## config.mk

```make
export PLATFORM = sky130hd
export DESIGN_NAME = tras_array
export DESIGN_NICKNAME = d
export VERILOG_FILES = /design/src/rtl/tras_pkg.sv /design/src/rtl/tras_decoder.sv /design/src/rtl/tras_cell.sv /design/src/rtl/tras_wr_seq.sv /design/src/rtl/tras_array.sv
export SDC_FILE = /design/constraint.sdc
export NUM_CORES = 1
export LEC_CHECK = 0
export CAP_MARGIN = 20
export CORE_MARGIN = 4
export CORE_UTILIZATION = 40
export CTS_BUF_LIST = sky130_fd_sc_hd__clkbuf_4
export DETAILED_ROUTE_END_ITERATION = 16
export GPL_TIMING_DRIVEN = 1
export PLACE_DENSITY = 0.72
export SETUP_SLACK_MARGIN = 0.1
export SLEW_MARGIN = 30
export SYNTH_ARGS = -nofsm -noshare
export SYNTH_HDL_FRONTEND = slang
export SYNTH_SLANG_ARGS = --single-unit
```

## constraint.sdc

```tcl
create_clock -name clk -period 3.7 [get_ports clk]
set_clock_uncertainty 0.1 [all_clocks]
set_input_delay 0.74 -clock clk [delete_from_list [all_inputs] [get_ports clk]]
set_output_delay 0.74 -clock clk [all_outputs]
set_load 0.02 [all_outputs]
```

## src/rtl/tras_pkg.sv

```systemverilog
package tras_pkg;
   typedef enum logic [1:0] {
      SQ_IDLE = 2'd0,
      SQ_READ = 2'd1,
      SQ_CMP  = 2'd2,
      SQ_FLIP = 2'd3
   } sq_state_t;
endpackage

```

## src/rtl/tras_decoder.sv

```systemverilog
module tras_decoder #(
   parameter int LINES = 4,
   localparam int SW = (LINES > 1) ? $clog2(LINES) : 1
) (
   input  logic [SW-1:0]    sel,
   input  logic             en,
   output logic [LINES-1:0] line
);
   for (genvar i = 0; i < LINES; i++) begin : g_line
      assign line[i] = en && (sel == SW'(i));
   end
endmodule

```

## src/rtl/tras_cell.sv

```systemverilog
module tras_cell (
   input  logic clk,
   input  logic rst_n,
   input  logic cap,
   input  logic d,
   input  logic row_hit,
   input  logic col_hit,
   output logic q
);
   always_ff @(posedge clk or negedge rst_n) begin
      if (!rst_n)                q <= 1'b0;
      else if (cap)              q <= d;
      else if (row_hit && col_hit) q <= ~q;
   end
endmodule

```

## src/rtl/tras_wr_seq.sv

```systemverilog
module tras_wr_seq
   import tras_pkg::*;
(
   input  logic clk,
   input  logic rst_n,
   input  logic test_en,
   input  logic wr_req,
   input  logic wr_val,
   input  logic tgl,
   input  logic rd_bit,
   output logic busy,
   output logic flip_req
);
   sq_state_t st;
   logic      tgt;

   assign busy     = (st != SQ_IDLE);
   assign flip_req = test_en && (st == SQ_CMP) && (rd_bit != tgt);

   always_ff @(posedge clk or negedge rst_n) begin
      if (!rst_n) begin
         st  <= SQ_IDLE;
         tgt <= 1'b0;
      end else if (!test_en) begin
         st  <= SQ_IDLE;
      end else begin
         unique case (st)
            SQ_IDLE: if (wr_req && !tgl) begin
               st  <= SQ_READ;
               tgt <= wr_val;
            end
            SQ_READ: st <= SQ_CMP;
            SQ_CMP:  st <= (rd_bit != tgt) ? SQ_FLIP : SQ_IDLE;
            SQ_FLIP: st <= SQ_IDLE;
            default: st <= SQ_IDLE;
         endcase
      end
   end
endmodule

```

## src/rtl/tras_array.sv

```systemverilog
module tras_array #(
   parameter int SIDE = 4,
   localparam int HW = $clog2(SIDE),
   localparam int AW = 2 * HW,
   localparam int N  = SIDE * SIDE
) (
   input  logic          clk,
   input  logic          rst_n,
   input  logic          test_en,
   input  logic [N-1:0]  func_d,
   output logic [N-1:0]  state_q,
   input  logic [AW-1:0] addr,
   input  logic          addr_ld,
   input  logic          tgl,
   input  logic          wr_req,
   input  logic          wr_val,
   output logic          busy,
   output logic          rd_data
);
   if (SIDE < 2 || (SIDE & (SIDE - 1)) != 0) begin : g_bad_side
      $error("tras_array: SIDE must be a power of two of at least 2");
   end

   logic [AW-1:0]   addr_q;
   logic            strobe_q;
   logic            flip_req;
   logic            dec_en;
   logic [SIDE-1:0] row_line;
   logic [SIDE-1:0] col_line;

   always_ff @(posedge clk or negedge rst_n) begin
      if (!rst_n) begin
         addr_q   <= '0;
         strobe_q <= 1'b0;
         rd_data  <= 1'b0;
      end else begin
         if (addr_ld && !busy) addr_q <= addr;
         strobe_q <= test_en && ((tgl && !busy) || flip_req);
         rd_data  <= state_q[addr_q];
      end
   end

   assign dec_en = strobe_q && test_en;

   tras_decoder #(.LINES(SIDE)) u_row_dec (
      .sel  (addr_q[AW-1:HW]),
      .en   (dec_en),
      .line (row_line)
   );

   tras_decoder #(.LINES(SIDE)) u_col_dec (
      .sel  (addr_q[HW-1:0]),
      .en   (dec_en),
      .line (col_line)
   );

   for (genvar r = 0; r < SIDE; r++) begin : g_row
      for (genvar c = 0; c < SIDE; c++) begin : g_col
         tras_cell u_cell (
            .clk     (clk),
            .rst_n   (rst_n),
            .cap     (!test_en),
            .d       (func_d[r*SIDE+c]),
            .row_hit (row_line[r]),
            .col_hit (col_line[c]),
            .q       (state_q[r*SIDE+c])
         );
      end
   end

   tras_wr_seq u_seq (
      .clk      (clk),
      .rst_n    (rst_n),
      .test_en  (test_en),
      .wr_req   (wr_req),
      .wr_val   (wr_val),
      .tgl      (tgl),
      .rd_bit   (rd_data),
      .busy     (busy),
      .flip_req (flip_req)
   );
endmodule

```

==> impl_metrics.toml <==
[hold_path]
hold_path.class = "in2async"

[sta]
setup_violations = 0
tightest_slew_ns = 0.553
fin_tns_setup_ns = 0
fmax_ghz = 0.405
fin_crit_sh = 0.667
rsz0062_at_grt = "false"
slew_headroom = 0.631
hold_viol_final = 0
report.final.slew_viol_count = 0
fin_crit_ns = 2.47

[power_and_ir_drop]
power_per_cell_area_mw_per_mm2 = 381
irDropWorstVdd_mv = 0.162
fin_total_pwr_w = 0.000709
p_leak_nw = 0.696

[global_routing]
grt_pass1_wl_mm = 6.02
grt_usage = 0.152
grt_overflow = 0
grt_pass1_vias = 1187
grt_max_degree = 26
grt_antenna_before_repair = 0

[finish]
num_antenna_cells = 0
finalNonFillerCells = 221
layout-drive-gt1-share = 0.0857
layout.nets = 203
syn2layout_area_growth_pct = 24.7

[placement]
place_inst = 217
io_buffer_count = 44
hpwl_mm = 2.63
place_congestion = 0.842

[worst_setup_path]
cp-start-kind = "register"
path_buf_inv = 1
critPathSlowestCell = "clkdlybuf4s50_1"
crit_path_start = "u_seq.st[0]$_DFFE_PN0P_"
slowest_delay_ns = 0.54
crit_chain = "or2_2 -> clkdlybuf4s50_1"
end_kind = "output port"
crit_type = "reg2out"
worstPathMaxFanout = 5
reg2reg_from = "addr_q[0]$_DFFE_PN0P_"
crit_family = "buffers and inverters"
cp.arrival_ns = 1.63
required_ns = 2.86

[clocking]
cts_tree = "done"
clockBufferDepth = 2
h-tree-depth = 1
cts_hold_buf = 0
cts.repair.resized = 0
clk_latency_ns = 0.33
root_buffer = "clkbuf_4"
cts_setup_buffers = 0
clkSinkCount = 25
cts_buffers = 3
clk_pin_slew_ns = 0.15

[routing]
wire_per_inst_um = 15.9
drtIter0Drc = 67
drcViolationCount = 0
wl_mm = 3.52
vias = 1243
drtPass1Iterations = 4
ant_nets = 0
viasPerCell = 5.62

[floorplan]
initial_core_util = 0.431
die_width_um = 69.1
die_area_mm2 = 0.00478
num_rows = 21
num_io_pins = 45
core-area_mm2 = 0.00347
die_h_um = 69.1

[logic_synthesis]
synthTopCellsByCount = "dfrtp_1 (25), nor2_1 (19), buf_4 (17), a31oi_1 (16)"
yosysMostFrequentCell = "dfrtp_1"
synth_top_area_cell = "dfrtp_1"
synthesis.area_mm2 = 0.00149
synthArstFlopShare = 1.00
synth-edff-count = 0
ys.flop_type = "dfrtp_1"
syn-num-nets = 176
yosys.area.top_type_share = 0.419
yosysUniqueCellTypes = 29
avgSynthCellArea_um2 = 10.0
seq_area_frac_synth = 0.419
synth_warnings = 0
synthesis.instances = 149
ys_seq_elements = 25
synth_area_leaders = "dfrtp_1 (42%), buf_4 (8.5%), mux4_1 (7.0%), a31oi_1 (6.7%), or3_1 (5.0%)"

[job]
cap_violations = 0

[run_status]
outcome = "complete, no violations"
-- cell type report --
type,instances,area [um^2]
Multi-Input combinational cell,99,696
Inverter,1,3.75
Tap cell,46,57.6
Clock buffer,3,22.5
Sequential cell,25,626
Fill cell,326,1610
Timing Repair Buffer,46,450
Clock inverter,1,7.51
-- report_power, final --
group | switching [W] | leakage [nW] | internal [W]
Combinational | 0.0000989 | 0.393 | 0.000122
Clock | 0.0000859 | 0.0139 | 0.0000413
Sequential | 0.0000536 | 0.289 | 0.000307
Total | 0.000238 | 0.696 | 0.000471
-- placed cells by master, fill, tap and decap left out, types with 3 or more instances in the layout --
master and instances:
nand2b_1 4, mux2_2 5, clkbuf_4 3, o21ai_0 12
o31ai_1 4, nand2_1 3, clkdlybuf4s50_1 43, nor2_1 19
a31oi_1 16, dfrtp_1 25, or3_1 12, or4_1 4
mux4_1 4
-- per-stage QoR --
| stage | area, um^2 | utilization | hold slack, ns | setup WS [ns] |
|---|---|---|---|---|
| 2_1_floorplan | 1490 | - | 0.344 | 1.94 |
| 3_3_place_gp | 1840 | 0.530 | 0.410 | 1.09 |
| 3_5_place_dp | 1830 | 0.528 | 0.421 | 1.03 |
| 4_1_cts | 1860 | 0.537 | 0.292 | 1.22 |
| 5_1_grt | 1860 | 0.537 | 0.311 | 1.16 |
| 6_report | 1860 | 0.537 | 0.275 | 1.23 |
-- layer usage --
metal  global-route usage  part of all wire
met5                    0                 0
met4               0.0629             0.016
met3               0.0247             0.049
met2                0.239              0.49
met1                0.207              0.44
-- flip-flops by register name, indices dropped and copies added (netlist names) --
register / count
addr_q: 4
g_row.g_col.u_cell.q: 16
rd_data: 1
strobe_q: 1
u_seq.st: 2
u_seq.tgt: 1
-- cell families (layout without fill, tap and decap cells) --
kind of cell	count (synthesis)	after routing	synth area share
flops	25	25	0.419
simple gates	54	54	0.211
compound gates	35	35	0.141
xor+xnor	1	1	0.00586
mux	9	9	0.108
buf+inv	25	51	0.116
-- worst paths after layout --
kind                                                          end  slack, ns  cells after the start
setup / recovery                                             busy       1.23                      2
setup reg to reg           g_row[0].g_col[2].u_cell.q$_DFFE_PN0P_       1.96                      3
hold / removal             g_row[0].g_col[2].u_cell.q$_DFFE_PN0P_       0.28                      1
max in group asynchronous  g_row[2].g_col[1].u_cell.q$_DFFE_PN0P_       2.85                      1
min in group clk                               strobe_q$_DFF_PN0_       0.44                      1
hold reg to reg                                strobe_q$_DFF_PN0_       0.44                      1
Power figures use the tool's default switching activity.
